### src/rtl/phy_mgmt_pkg.sv
package phy_mgmt_pkg;
  localparam int ADDR_W   = 5;
  localparam int DATA_W   = 16;
  localparam int BODY_W   = 32;
  localparam int PRE_W    = 32;
  localparam int IDX_W    = 7;
  localparam int TA_POS   = 14;
  localparam int DATA_POS = 16;

  localparam logic [1:0] SOF_BITS = 2'b01;
  localparam logic [1:0] OP_READ  = 2'b10;
  localparam logic [1:0] OP_WRITE = 2'b01;
  localparam logic [1:0] TA_WRITE = 2'b10;

  typedef enum logic [1:0] {REQ_NONE, REQ_WRITE, REQ_READ, REQ_SCAN} req_e;

  // Frame body after the preamble, MSB sent first.
  function automatic logic [BODY_W-1:0] build_body(
    input logic wr, input logic [ADDR_W-1:0] phy,
    input logic [ADDR_W-1:0] rg, input logic [DATA_W-1:0] d);
    return {SOF_BITS, (wr ? OP_WRITE : OP_READ), phy, rg,
            (wr ? TA_WRITE : 2'b11), (wr ? d : {DATA_W{1'b1}})};
  endfunction
endpackage

### src/rtl/phy_mgmt_clkgen.sv
module phy_mgmt_clkgen #(
  parameter int DIV_W = 3
) (
  input  logic             clk,
  input  logic             rst,
  input  logic             run,
  input  logic [DIV_W-1:0] div_sel,
  output logic             mdc,
  output logic             rise,
  output logic             fall
);
  localparam int CNT_W = 1 << DIV_W;

  logic [CNT_W-1:0] cnt;
  logic [CNT_W-1:0] half_m1;
  logic             wrap;

  assign half_m1 = (CNT_W'(1) << div_sel) - CNT_W'(1);
  assign wrap    = run && (cnt == half_m1);
  assign rise    = wrap && !mdc;
  assign fall    = wrap && mdc;

  always_ff @(posedge clk) begin
    if (rst || !run) begin
      cnt <= '0;
      mdc <= 1'b0;
    end else if (wrap) begin
      cnt <= '0;
      mdc <= ~mdc;
    end else begin
      cnt <= cnt + CNT_W'(1);
    end
  end

  // the management clock rests low whenever no frame runs
  assert_mdc_idle_R2: assert property (@(posedge clk) disable iff (rst)
    !run |=> !mdc);
endmodule

### src/rtl/phy_mgmt_engine.sv
module phy_mgmt_engine
  import phy_mgmt_pkg::*;
(
  input  logic              clk,
  input  logic              rst,
  input  logic              start,
  input  logic              start_rd,
  input  logic              pre_en,
  input  logic [BODY_W-1:0] body,
  input  logic              rise,
  input  logic              fall,
  input  logic              mdc,
  input  logic              mdi,
  output logic              active,
  output logic              mdo,
  output logic              mdo_en,
  output logic              done,
  output logic [DATA_W-1:0] rd_data,
  output logic              rd_valid
);
  logic              rd_mode;
  logic              pre;
  logic [IDX_W-1:0]  idx;
  logic [BODY_W-1:0] frm;
  logic [DATA_W-1:0] rd_sh;
  logic [IDX_W-1:0]  last_idx;
  logic [IDX_W-1:0]  nidx;
  logic [IDX_W-1:0]  cur_pos;
  logic [IDX_W-1:0]  nxt_pos;
  logic              cur_body;
  logic              nxt_body;

  function automatic logic bit_at(input logic p, input logic [IDX_W-1:0] i,
                                  input logic [BODY_W-1:0] f);
    logic [IDX_W-1:0] q;
    q = p ? i - IDX_W'(PRE_W) : i;
    if (p && i < IDX_W'(PRE_W)) return 1'b1;
    return f[5'd31 - q[4:0]];
  endfunction

  always_comb begin
    last_idx = pre ? IDX_W'(PRE_W + BODY_W - 1) : IDX_W'(BODY_W - 1);
    nidx     = idx + IDX_W'(1);
    cur_body = !(pre && idx < IDX_W'(PRE_W));
    nxt_body = !(pre && nidx < IDX_W'(PRE_W));
    cur_pos  = pre ? idx - IDX_W'(PRE_W) : idx;
    nxt_pos  = pre ? nidx - IDX_W'(PRE_W) : nidx;
  end

  always_ff @(posedge clk) begin
    if (rst) begin
      active   <= 1'b0;
      rd_mode  <= 1'b0;
      pre      <= 1'b0;
      idx      <= '0;
      frm      <= '0;
      rd_sh    <= '0;
      mdo      <= 1'b0;
      mdo_en   <= 1'b0;
      done     <= 1'b0;
      rd_data  <= '0;
      rd_valid <= 1'b0;
    end else begin
      done <= 1'b0;
      if (start && !active) begin
        active  <= 1'b1;
        rd_mode <= start_rd;
        pre     <= pre_en;
        idx     <= '0;
        frm     <= body;
        mdo     <= pre_en ? 1'b1 : body[BODY_W-1];
        mdo_en  <= 1'b1;
        if (start_rd) rd_valid <= 1'b0;
      end else if (active) begin
        if (rise && rd_mode && cur_body && cur_pos >= IDX_W'(DATA_POS))
          rd_sh <= {rd_sh[DATA_W-2:0], mdi};
        if (fall) begin
          if (idx == last_idx) begin
            active <= 1'b0;
            done   <= 1'b1;
            mdo    <= 1'b0;
            mdo_en <= 1'b0;
            if (rd_mode) begin
              rd_data  <= rd_sh;
              rd_valid <= 1'b1;
            end
          end else begin
            idx    <= nidx;
            mdo    <= bit_at(pre, nidx, frm);
            mdo_en <= !(rd_mode && nxt_body && nxt_pos >= IDX_W'(TA_POS));
          end
        end
      end
    end
  end

  // data toggles only while the management clock is low
  assert_mdo_stable_R11: assert property (@(posedge clk) disable iff (rst)
    (mdc && $past(mdc)) |-> $stable(mdo));
  // the done pulse never overlaps a running frame
  assert_done_idle_R7: assert property (@(posedge clk) disable iff (rst)
    done |-> !active);
  // a running read never shows stale data as valid
  assert_valid_clear_R5: assert property (@(posedge clk) disable iff (rst)
    (active && rd_mode) |-> !rd_valid);
  // the line is released while the PHY returns data
  assert_release_R5: assert property (@(posedge clk) disable iff (rst)
    (active && rd_mode && cur_body && cur_pos >= IDX_W'(DATA_POS)) |-> !mdo_en);
endmodule

### src/rtl/phy_mgmt_ctrl.sv
module phy_mgmt_ctrl
  import phy_mgmt_pkg::*;
#(
  parameter int DIV_W = 3
) (
  input  logic              clk,
  input  logic              rst,
  input  logic [DIV_W-1:0]  div_sel,
  input  logic              no_preamble,
  input  logic              scan_en,
  input  logic              scan_inc,
  input  logic              rd_start,
  input  logic              wr_start,
  input  logic [ADDR_W-1:0] phy_addr,
  input  logic [ADDR_W-1:0] reg_addr,
  input  logic [DATA_W-1:0] wr_data,
  input  logic              mdi,
  output logic              mdc,
  output logic              mdo,
  output logic              mdo_en,
  output logic [DATA_W-1:0] rd_data,
  output logic              rd_valid,
  output logic              busy,
  output logic [ADDR_W-1:0] scan_phy,
  output logic              done
);
  req_e              req;
  logic              go;
  logic              active;
  logic              eng_done;
  logic              rise;
  logic              fall;
  logic              scan_run;
  logic              cur_scan;
  logic [ADDR_W-1:0] scan_ph;
  logic [ADDR_W-1:0] addr_sel;
  logic [BODY_W-1:0] body;

  always_comb begin
    req = REQ_NONE;
    if (!active && !eng_done) begin
      if (wr_start)     req = REQ_WRITE;
      else if (rd_start) req = REQ_READ;
      else if (scan_en)  req = REQ_SCAN;
    end
    go       = (req != REQ_NONE);
    addr_sel = (req == REQ_SCAN && scan_run) ? scan_ph : phy_addr;
    body     = build_body(req == REQ_WRITE, addr_sel, reg_addr, wr_data);
  end

  always_ff @(posedge clk) begin
    if (rst) begin
      scan_run <= 1'b0;
      scan_ph  <= '0;
      cur_scan <= 1'b0;
    end else begin
      if (go) begin
        cur_scan <= (req == REQ_SCAN);
        if (req == REQ_SCAN) begin
          scan_run <= 1'b1;
          scan_ph  <= addr_sel;
        end
      end else if (eng_done && cur_scan && scan_inc) begin
        scan_ph <= scan_ph + ADDR_W'(1);
      end
      if (!scan_en && !active && !eng_done) scan_run <= 1'b0;
    end
  end

  phy_mgmt_clkgen #(.DIV_W(DIV_W)) u_clk (
    .clk(clk), .rst(rst), .run(active), .div_sel(div_sel),
    .mdc(mdc), .rise(rise), .fall(fall)
  );

  phy_mgmt_engine u_eng (
    .clk(clk), .rst(rst), .start(go), .start_rd(req != REQ_WRITE),
    .pre_en(!no_preamble), .body(body), .rise(rise), .fall(fall),
    .mdc(mdc), .mdi(mdi), .active(active), .mdo(mdo), .mdo_en(mdo_en),
    .done(eng_done), .rd_data(rd_data), .rd_valid(rd_valid)
  );

  assign busy     = active;
  assign done     = eng_done;
  assign scan_phy = scan_ph;

  // every end of busy comes with the done pulse
  assert_busy_fall_done_R7: assert property (@(posedge clk) disable iff (rst)
    $fell(busy) |-> done);
  // the reported scan address holds during a frame
  assert_scan_hold_R9: assert property (@(posedge clk) disable iff (rst)
    (busy && $past(busy)) |-> $stable(scan_phy));
  // a finished scan frame with increment steps the address by one
  assert_scan_step_R10: assert property (@(posedge clk) disable iff (rst)
    (done && cur_scan && scan_inc) |=> (scan_phy == $past(scan_phy) + 5'd1));
endmodule

### config.mk
export PLATFORM = sky130hd
export DESIGN_NAME = phy_mgmt_ctrl
export DESIGN_NICKNAME = d
export VERILOG_FILES = /design/src/rtl/phy_mgmt_pkg.sv /design/src/rtl/phy_mgmt_clkgen.sv /design/src/rtl/phy_mgmt_engine.sv /design/src/rtl/phy_mgmt_ctrl.sv
export SDC_FILE = /design/constraint.sdc
export NUM_CORES = 1
export LEC_CHECK = 0
export CAP_MARGIN = 10
export CORE_MARGIN = 2
export CORE_UTILIZATION = 55
export CTS_CLUSTER_DIAMETER = 40
export CTS_CLUSTER_SIZE = 24
export DETAILED_ROUTE_END_ITERATION = 8
export GPL_TIMING_DRIVEN = 0
export MAX_ROUTING_LAYER = met4
export PLACE_DENSITY_LB_ADDON = 0.12
export SLEW_MARGIN = 20
export SYNTH_ARGS = -nofsm -noshare
export SYNTH_HDL_FRONTEND = slang
export SYNTH_HIERARCHICAL = 1
export SYNTH_SLANG_ARGS = --single-unit
export TNS_END_PERCENT = 20
### constraint.sdc
create_clock -name clk -period 4.4 [get_ports clk]
set_input_delay 1.32 -clock clk [delete_from_list [all_inputs] [get_ports clk]]
set_output_delay 1.32 -clock clk [all_outputs]
set_load 0.1 [all_outputs]
Word-level counts from Yosys, hierarchy flattened
Cells that the tools add are included.
{ "word_totals": {"elab_cells": 128, "regBits": 93, "inputBits": 37, "out_inout_bits": 27} }
{ "classes": {"reduce_logical": 43, "n_eq_ne": 7, "addsub": 7, "shift": 1, "n_mux": 44, "bitwise": 5, "n_lt_le_gt_ge": 5} }
{ "op_table": {"columns": ["operator", "n"], "rows": [
  ["$mux 1", 30],
  ["$mux 5", 4],
  ["$logic_and 1x1->1", 17],
  ["$mux 16", 1],
  ["$lt 7x6->1 const B", 2],
  ["$mux 7", 2],
  ["$sub 7x6->7 const B", 2],
  ["$reduce_bool 2->1", 6],
  ["$mux 2", 5],
  ["$reduce_and 5->1", 2],
  ["$add 8x1->8 const B", 1],
  ["$eq 8x8->1", 1],
  ["$logic_not 1->1", 8],
  ["$shl 1x3->8 const A", 1],
  ["$sub 8x2->8 const B", 1],
  ["$add 7x1->7 const B", 1],
  ["$eq 7x7->1", 1],
  ["$ge 7x4->1 const B", 1],
  ["$ge 7x5->1 const B", 1],
  ["$lt 5x6->1 const B", 1],
  ["$mux 6", 1],
  ["$reduce_and 2->1", 3],
  ["$reduce_and 3->1", 2],
  ["$reduce_or 2->1", 3],
  ["10 further kinds", 15]
]} }

Longest topological paths before layout
Gate-level depths: netlist (run 1).
{ "depth": {"depth_word": 14, "depth_mapped": 14, "ltp_nobuf": 10} }

Modules after synthesis
Netlist (run 1), hierarchy kept.
{ "by_module_without_submodules": {"columns": ["module", "area_per_inst_um2", "instances", "cells_per_inst", "seq_area_each_um2"], "rows": [
  ["phy_mgmt_engine", 3236.9, 1, 377, 1561.5],
  ["phy_mgmt_ctrl", 745.7, 1, 98, 140.1],
  ["phy_mgmt_clkgen", 564.3, 1, 66, 180.2]
]} }

Worst setup path after synthesis (run 1)
OpenSTA, ideal clock, no wires.
{ "synth_timing": {"kind": "input-to-reg", "from": "input port div_sel[2]", "to": "register u_eng.rd_sh[10]", "required_time_ns": 4.272, "arrival_time_ns": 3.648, "setup_ns": 0.128, "setup_slack_ns": 0.625, "cell_stages": 12, "path_buffers": 3, "cell_sequence": "buf_6 > and4b_1 > nor4b_2 > o2111ai_1 > a211oi_2 > buf_6 > and2_1 > nand3_1 > a211oi_2 > buf_6 > mux2i_1 > nor2_1"} }
{ "synth_via": {"elab_chain_cells": 9} }
{ "synth_rtl": {"columns": ["item", "line_no", "text"], "rows": [
  ["start, declared", "phy_mgmt_ctrl.sv:8", "input logic [DIV_W-1:0] div_sel,"],
  ["$shl 1x3->8", "phy_mgmt_clkgen.sv:18", "assign half_m1 = (CNT_W'(1) << div_sel) - CNT_W'(1);"],
  ["$sub 8x2->8", "phy_mgmt_clkgen.sv:18", null],
  ["$eq 8x8->1", "phy_mgmt_clkgen.sv:19", "assign wrap = run && (cnt == half_m1);"],
  ["$logic_and 1x1->1", "phy_mgmt_clkgen.sv:19", null],
  ["$logic_and 1x1->1", "phy_mgmt_clkgen.sv:20", "assign rise = wrap && !mdc;"],
  ["named net rise", "phy_mgmt_ctrl.sv:31", "logic rise;"],
  ["$logic_and 1x1->1 (3 in series)", "phy_mgmt_engine.sv:75", "if (rise && rd_mode && cur_body && cur_pos >= IDX_W'(DATA_POS))"],
  ["$reduce_and 3->1 (no line)", null, null],
  ["end signal, assigned", "phy_mgmt_engine.sv:76", "rd_sh <= {rd_sh[DATA_W-2:0], mdi};"],
  ["end, declared", "phy_mgmt_engine.sv:25", "logic [DATA_W-1:0] rd_sh;"]
]} }
The timed path passes the listed nets, and every way through them passes these cells.
A chain may end at the register's enable or synchronous reset.

Worst setup path after layout (run 1)
{ "layout_timing": {"from": "input port div_sel[1]", "to": "register u_eng.rd_data[13]"} }
{ "layout_via": {"elab_chain_cells": 6} }
{ "layout_rtl": {"columns": ["item", "line_no", "text"], "rows": [
  ["$shl 1x3->8", "phy_mgmt_clkgen.sv:18", null],
  ["$sub 8x2->8", "phy_mgmt_clkgen.sv:18", null],
  ["$eq 8x8->1", "phy_mgmt_clkgen.sv:19", null],
  ["$logic_and 1x1->1", "phy_mgmt_clkgen.sv:19", null],
  ["$logic_and 1x1->1", "phy_mgmt_clkgen.sv:21", "assign fall = wrap && mdc;"],
  ["named net fall", "phy_mgmt_ctrl.sv:32", "logic fall;"],
  ["$reduce_and 5->1 (no line)", null, null],
  ["end signal, assigned", "phy_mgmt_engine.sv:84", "rd_data <= rd_sh;"],
  ["end, declared", "phy_mgmt_engine.sv:18", "output logic [DATA_W-1:0] rd_data,"]
]} }
The timed path passes the listed nets, and every way through them passes these cells.

==> run metrics, run 1 <==
status=finished clean; fin crit share=0.954; setup_tns=0 ns; Min Clock Period, post-route=4.20 ns; Critical Path Start Type=input pin; Hold Path Cell Cnt=2; dpl cell area=roughly 5300 µm²; Synth Area in Adders=0.0165; CTS tree=built; Die X-Extent=roughly 95 µm; Reg clk slew, reported paths=0.09 ns; FFs w/ async S/R, synth=0; vias in the first global route=3734; actual slew at the worst max-slew pin=just under 1 ns; Post-synth EDFFs=0; layout cells sized above 1=0.0921; CP peak stage delay=~0.53 ns; crit-path max FO=10; nets@finish=roughly 660; critical path class=in -> reg; Pre-antenna DRT Iters=5; fmax=approximately 240 MHz; # H-tree levels=3; Worst path slowest cell=clkdlybuf4s50_1; largest family of logic cells by synthesized area=simple AND/OR/NAND/NOR gates; leading cell type in the layout, fill and taps excluded=nand2_1; Ys Warns=6; Net Sw Frac=0.269; Synth Area in Compound Gates=0.141; Lkg Pwr=between 1.5 and 2 nW; Syn Std Cell Area=4550 µm²; Max clock buf depth=2; Levels on crit path=14; GPL Wtd Cong=a little over 0.9; Seq pwr share=0.509; DRT iter0 DRCs=between 200 and 300; area grow syn2layout=21.3%; hold_ws=~0.46 ns; root buf cell=clkbuf_8; Final Setup Violations=0; Worst path top cell family by delay=simple AND/OR/NAND/NOR gates; residual DRC count=0; PD cells=around 320 nW/µm²; Gate power share=0.136; relative slew slack=0.345; Post-Layout Cell Count=about 720; initial antenna violation count=0; Finished Cell Area=~5500 µm²; Inst Count DP=between 700 and 800; power share of the clock group=0.355; TritonCTS buffer count=9; Slew Limit Fails=0; mux cell area share after synthesis=0.0944; total track usage=0.250; pin count of the biggest net entering global routing=17; critical path required time=between 4 and 5 ns; initial core utilization=0.559; top_reg_cell synth=dfxtp_1; Design Power=roughly 1.8 mW; grt ovf=0; clock sink total=between 90 and 100; core area=about 8000 µm²; synth unique cells=67; Hold WC Path Type=reg -> reg; post-synthesis xor/xnor area fraction=0.0308; mean number of vias per cell=5.52; Switch Pwr=0.480 mW; final hold violation count=0; Worst Path Arrival=approximately 4.5 ns; critical path, cell by cell=clkdlybuf4s50_1, and4b_1, nor4b_2, o2111ai_1, a211oi_2, buf_6, and2_1, nand2_1, nor2_1, and2_1, buf_2, buf_2, nand2_1, a21oi_1; Mean Syn Cell Area=around 8.4 µm²; FILL cells=between 600 and 700; row count=33; first-pass GRT wire length=roughly 17 mm; Clk Latency, worst-skew pair=around 0.36 ns; Crit path buffers/inverters=4; RSZ-0062 raised after global routing=no; full die area=roughly 9000 µm²; setup bufs post-CTS=0; Gate Count Post-Synth=roughly 540; reported max-cap violation count=0; port bufs=60; detailed placer's ending HPWL=between 7 and 8 mm; P_int=roughly 1.3 mW; Die Span Y=approximately 95 µm; I/O pin total=64; post-route ant nets=0; n_diodes=0; routed len/inst=between 10 and 15 µm; CP endpoint kind=flop; register area share after synthesis=0.414; Clock Skews=0.0158 ns; Vias=around 4000; post-synthesis simple-gate area fraction=0.251; FF-to-FF path depth=13; Routed WL=between 10 and 15 mm; maximum VDD drop=between 0.2 and 0.25 mV; most frequent cells in the layout=nand2_1 (116), dfxtp_1 (94), a21oi_1 (65); Synth Register Bits=94
area by class of cell:
type                    count  area [µm²]  area share
clock inverters             7        96.3      0.0175
repair buffers             60         601       0.109
inverters                  16        60.1      0.0109
flip-flops and latches     94        1880       0.341
plain buffers              34         174      0.0315
well taps                 105         131      0.0238
clock buffers               9         124      0.0225
multi-input cells         399        2450       0.444
repair_timing:
item,CTS,global route
setup endpoints to repair,0,9
hold buffers,0,0
gates resized for setup,0,1
worst paths after layout:
| path | endpoint | slack, ns | from |
|---|---|---|---|
| worst max-delay path | u_eng/rd_data[13] | 0.20 | div_sel[1] |
| worst min-delay path | u_eng/frm[12] | 0.46 | u_eng/frm[12] |
| worst max register to register | u_eng/rd_data[13] | 1.22 | u_clk/cnt[0] |
| worst min register to register | u_eng/frm[12] | 0.46 | u_eng/frm[12] |
sequential cells by signal (all words and copies together) (netlist names):
signal,flops
cur_scan,1
scan_phy,5
scan_run,1
u_clk/cnt,8
u_clk/mdc,1
u_eng/active,1
u_eng/done,1
u_eng/frm,32
u_eng/idx,7
u_eng/mdo,1
u_eng/mdo_en,1
u_eng/pre,1
u_eng/rd_data,16
u_eng/rd_mode,1
u_eng/rd_sh,16
u_eng/rd_valid,1
per-layer routing:
layer  global-route usage  vias up  part of all wire
li1                     -     1986                 -
met1                0.324     1900              0.47
met2                0.401       95              0.47
met3               0.0303       14             0.043
met4               0.0954        0             0.015
met5                    -        -                 0
cells in the mapped netlist (7+ instances only):
cell	count	area, µm²
xnor2_1	10	87.6
o21ai_0	7	35.0
mux2i_1	17	170
nand3_1	15	75.1
nand2_1	116	435
nor3_1	16	80.1
mux4_2	10	225
a21oi_1	65	325
inv_1	15	56.3
dfxtp_1	94	1880
nand2b_1	20	125
nor2_1	36	135
clkbuf_1	17	63.8
logic make-up (layout without fill, tap and decap cells):
family,count (synthesis),in the layout
buf+inv,50,126
flops,94,94
xor+xnor,16,16
mux,30,30
simple gates,240,240
other cells,2,4
compound gates,103,103
fa+ha+maj,6,6
power by group through the flow:
| stage | combinational, mW | clock (mW) | sequential [mW] |
|---|---|---|---|
| 3_3_place_gp | 0.235 | 0 | 0.925 |
| 5_1_grt | 0.267 | 0.673 | 0.912 |
| 4_1_cts | 0.242 | 0.644 | 0.908 |
| 2_1_floorplan | 0.135 | 0 | 0.950 |
| 6_report | 0.243 | 0.633 | 0.909 |
| 3_5_place_dp | 0.241 | 0 | 0.928 |
through the flow:
step                utilization  setup WS [ns]
CTS                       0.677          0.145
global route              0.678         0.0510
global placement          0.650         -0.190
finish                    0.678          0.201
detailed placement        0.650         -0.232
floorplan                     -          0.625
tightest hold or removal path, delay by kind of cell (launching register included):
kind               cells  cell delay (ns)
DFF                    1             0.32
and+or+nand+nor        1             0.05
AOI/OAI and AO/OA      1             0.05
(Power assumes the default switching activity.)
==> inputs of run 2 (changes only) <==
--- a/config.mk
+++ b/config.mk
@@ -6,8 +6,10 @@
 export NUM_CORES = 1
 export LEC_CHECK = 0
 export CAP_MARGIN = 10
+export CELL_PAD_IN_SITES_DETAIL_PLACEMENT = 0
+export CELL_PAD_IN_SITES_GLOBAL_PLACEMENT = 1
 export CORE_MARGIN = 2
-export CORE_UTILIZATION = 55
+export CORE_UTILIZATION = 41
 export CTS_CLUSTER_DIAMETER = 40
 export CTS_CLUSTER_SIZE = 24
 export DETAILED_ROUTE_END_ITERATION = 8
@@ -17,6 +19,5 @@
 export SLEW_MARGIN = 20
 export SYNTH_ARGS = -nofsm -noshare
 export SYNTH_HDL_FRONTEND = slang
-export SYNTH_HIERARCHICAL = 1
 export SYNTH_SLANG_ARGS = --single-unit
 export TNS_END_PERCENT = 20
==> constraint.sdc (replaced) <==
create_clock -name clk -period 4.38 [get_ports clk]
set_input_delay 1.314 -clock clk [delete_from_list [all_inputs] [get_ports clk]]
set_output_delay 1.314 -clock clk [all_outputs]
set_load 0.1 [all_outputs]
==> run metrics, run 2 <==
status=finished clean; final hold violation count=0 (unchanged); # H-tree levels=3 (unchanged); Die X-Extent=106 µm (+11%); critical path class=in -> reg; post-synthesis xor/xnor area fraction=0.0413 (+0.0104); core area=10200 µm² (+25%); max reg flops=29 (-9.4%); maximum VDD drop=0.182 mV (-23%); hold_ws=0.463 ns (+0.00594 ns); total track usage=0.190 (-0.0598); reg2reg start=u_eng.idx[0]; residual DRC count=0 (unchanged); register area share after synthesis=0.424 (+0.0105); clock sink total=90 (-4.3%); Slew Limit Fails=0 (unchanged); relative slew slack=0.330 (-0.0151); fin crit share=0.953; FILL cells=991 (+46%); layout cells sized above 1=0.116 (+0.0237); Vias=3518 (-12%); top_reg_cell synth=dfxtp_1; n_diodes=0 (unchanged); hold endpoint=u_eng.frm[22]; most common cell in the netlist=dfxtp_1; GPL Wtd Cong=0.839 (-7.4%); port bufs=63 (+5.0%); Largest regs=u_eng.frm: 29 flops, u_eng.rd_data: 16 flops, u_eng.rd_sh: 16 flops; Max clock buf depth=2 (unchanged); detailed placer's ending HPWL=7.24 mm (-6.1%); area grow syn2layout=24.3%; Mapped Nets=roughly 490; most frequent cells in the layout=dfxtp_1 (90), clkdlybuf4s50_1 (63), nor2_1 (58); Synth Register Bits=90 (-4.3%); Final Setup Violations=0 (unchanged); largest family of logic cells by synthesized area=compound AO/OA/AOI/OAI gates; FF-to-FF path depth=10 (-3); final worst slack=0.206 ns (+0.00483 ns); I/O pin total=64 (unchanged); Lkg Pwr=2.01 nW (+4.8%); initial antenna violation count=0 (unchanged); setup_tns=0 ns (unchanged); Worst Path Arrival=4.40 ns (-0.08 ns); share of the synthesized area in the top cell type=0.424 (+0.0105); actual slew at the worst max-slew pin=1.00 ns (+0.0226 ns); Mean Syn Cell Area=9.48 µm² (+13%); reg2reg setup slack=1.33 ns (+0.11 ns); TritonCTS buffer count=9 (unchanged); leading cell type in the layout, fill and taps excluded=dfxtp_1; Hold-fix buffers, CTS=0 (unchanged); Post-Layout Cell Count=663 (-8.4%); Post-synth EDFFs=0 (unchanged); Reg clk slew, reported paths=0.10 ns (about the same); top post-synthesis cells by area=dfxtp_1 (42%), mux2i_1 (9.4%), nor2_1 (5.1%); DRT iter0 DRCs=140 (-51%); full die area=11200 µm² (+24%); routed len/inst=15.1 µm (+2.6%); Gate Count Post-Synth=448 (-17%); pin count of the biggest net entering global routing=18 (+1); RSZ-0062 raised after global routing=no; Critical Path Start Type=input pin; Synth Area in Compound Gates=0.175 (+0.0344); FFs w/ async S/R, synth=0 (unchanged); Place WS=-0.173 ns (+0.0592 ns); first-pass GRT wire length=16.7 mm (-2.8%); vias in the first global route=3467 (-7.2%); Post-CTS Resized=0 (unchanged); Hold Path Cell Cnt=2 (unchanged); Inst Count DP=647 (-8.6%); dpl cell area=5050 µm² (-4.5%); fmax=roughly 240 MHz; Finished Cell Area=5280 µm² (-4.3%); Pre-antenna DRT Iters=4 (-1); crit-path max FO=10 (unchanged); Die Span Y=106 µm (+11%); list of most frequent post-synthesis cells=dfxtp_1 (90), nor2_1 (58), mux2i_1 (40); Finished Core Util=0.518 (-0.160); setup bufs post-CTS=0 (unchanged); synth unique cells=60 (-10%); critical path required time=4.60 ns (-0.08 ns); nets@finish=566 (-14%); post-synthesis simple-gate area fraction=0.161 (-0.0895); HP Start=u_eng.frm[22]; CP endpoint kind=flop; mux cell area share after synthesis=0.126 (+0.0318); reported max-cap violation count=0 (unchanged); Min Clock Period, post-route=4.17 ns; worst r2r dst=u_eng.mdo; Hold WC Path Type=reg -> reg; Ys Warns=0 (-6); grt ovf=0 (unchanged); Synth area leader=dfxtp_1; mean number of vias per cell=5.31 (-3.8%); CTS tree=built; Design Power=1.75 mW (-2.1%); Routed WL=9.98 mm (-6.0%); Syn Std Cell Area=4250 µm² (-6.6%); post-route ant nets=0 (unchanged); PD cells=331 nW/µm² (+2.2%); Clock Skews=0.00671 ns (-0.00906 ns); Clk Latency, worst-skew pair=0.35 ns (about the same); row count=37 (+12%); largest reg by FF count=u_eng.frm; initial core utilization=0.417 (-0.142); Synth Area in Adders=0.0206 (+0.00412); root buf cell=clkbuf_8
-- run 2: cell count changes after synthesis, moves of 7 or more --
cell      delta
nor3_1       -9
o21ai_0      +8
nand2_1     -84
mux2i_1     +23
a21oi_1     -40
nand2b_1    -16
o221a_2     +16
nor2_1      +22
a211oi_1     +7
-- run 2: how the worst max path moves through the flow --
stage,from,end,slack [ns],cells past startpoint
2_1_floorplan,div_sel[2],u_eng.rd_data[10],0.55,11
5_1_grt,div_sel[2],u_eng.rd_data[11],0.04,12
3_5_place_dp,div_sel[2],u_eng.rd_data[9],-0.17,12
6_report,div_sel[2],u_eng.rd_data[9],0.21,12
4_1_cts,div_sel[2],u_eng.rd_data[9],0.21,12
3_3_place_gp,div_sel[2],u_eng.rd_data[7],-0.15,12
-- run 2: power breakdown --
part	internal (mW)	leakage [nW]	total, mW	switching, mW
combinational	0.0928	1.16	0.219	0.126
clock	0.335	0.118	0.657	0.322
sequential	0.850	0.735	0.871	0.0204
-- run 2: cells by family (layout without fill, tap and decap cells) --
group,after synthesis,after routing
compound gates,98,98
xor+xnor,20,20
fa+ha+maj,7,7
buf+inv,44,123
flops,90,90
mux,46,46
simple gates,143,143
-- run 2: worst max-delay path, stage by stage --
cell and delay (ns):
clkdlybuf4s50_1 0.42, buf_4 0.17, or3_1 0.37, ha_1 0.29
and4bb_2 0.25, a221o_1 0.36, o311ai_4 0.43, or4_4 0.21
buf_6 0.14, buf_6 0.18, mux2i_1 0.20, nor2_1 0.06
-- run 2: layout make-up --
class / instances / area [µm²] / share of cell area
Multi-Input combinational cell: 314 / 2230 / 0.422
Sequential cell: 90 / 1800 / 0.341
Timing Repair Buffer: 63 / 631 / 0.119
Buffer: 33 / 176 / 0.0334
Tap cell: 136 / 170 / 0.0322
Clock buffer: 9 / 124 / 0.0235
Clock inverter: 7 / 109 / 0.0206
Inverter: 11 / 41.3 / 0.00782
-- run 2: routing by layer --
| metal | routed length [µm] | GRT usage | vias to the layer above |
|---|---|---|---|
| met3 | 415 | 0.0445 | 4 |
| met4 | 84 | 0.0489 | 0 |
| met5 | 0 | - | - |
| met2 | 4760 | 0.309 | 69 |
| met1 | 4720 | 0.239 | 1679 |
| li1 | - | - | 1766 |
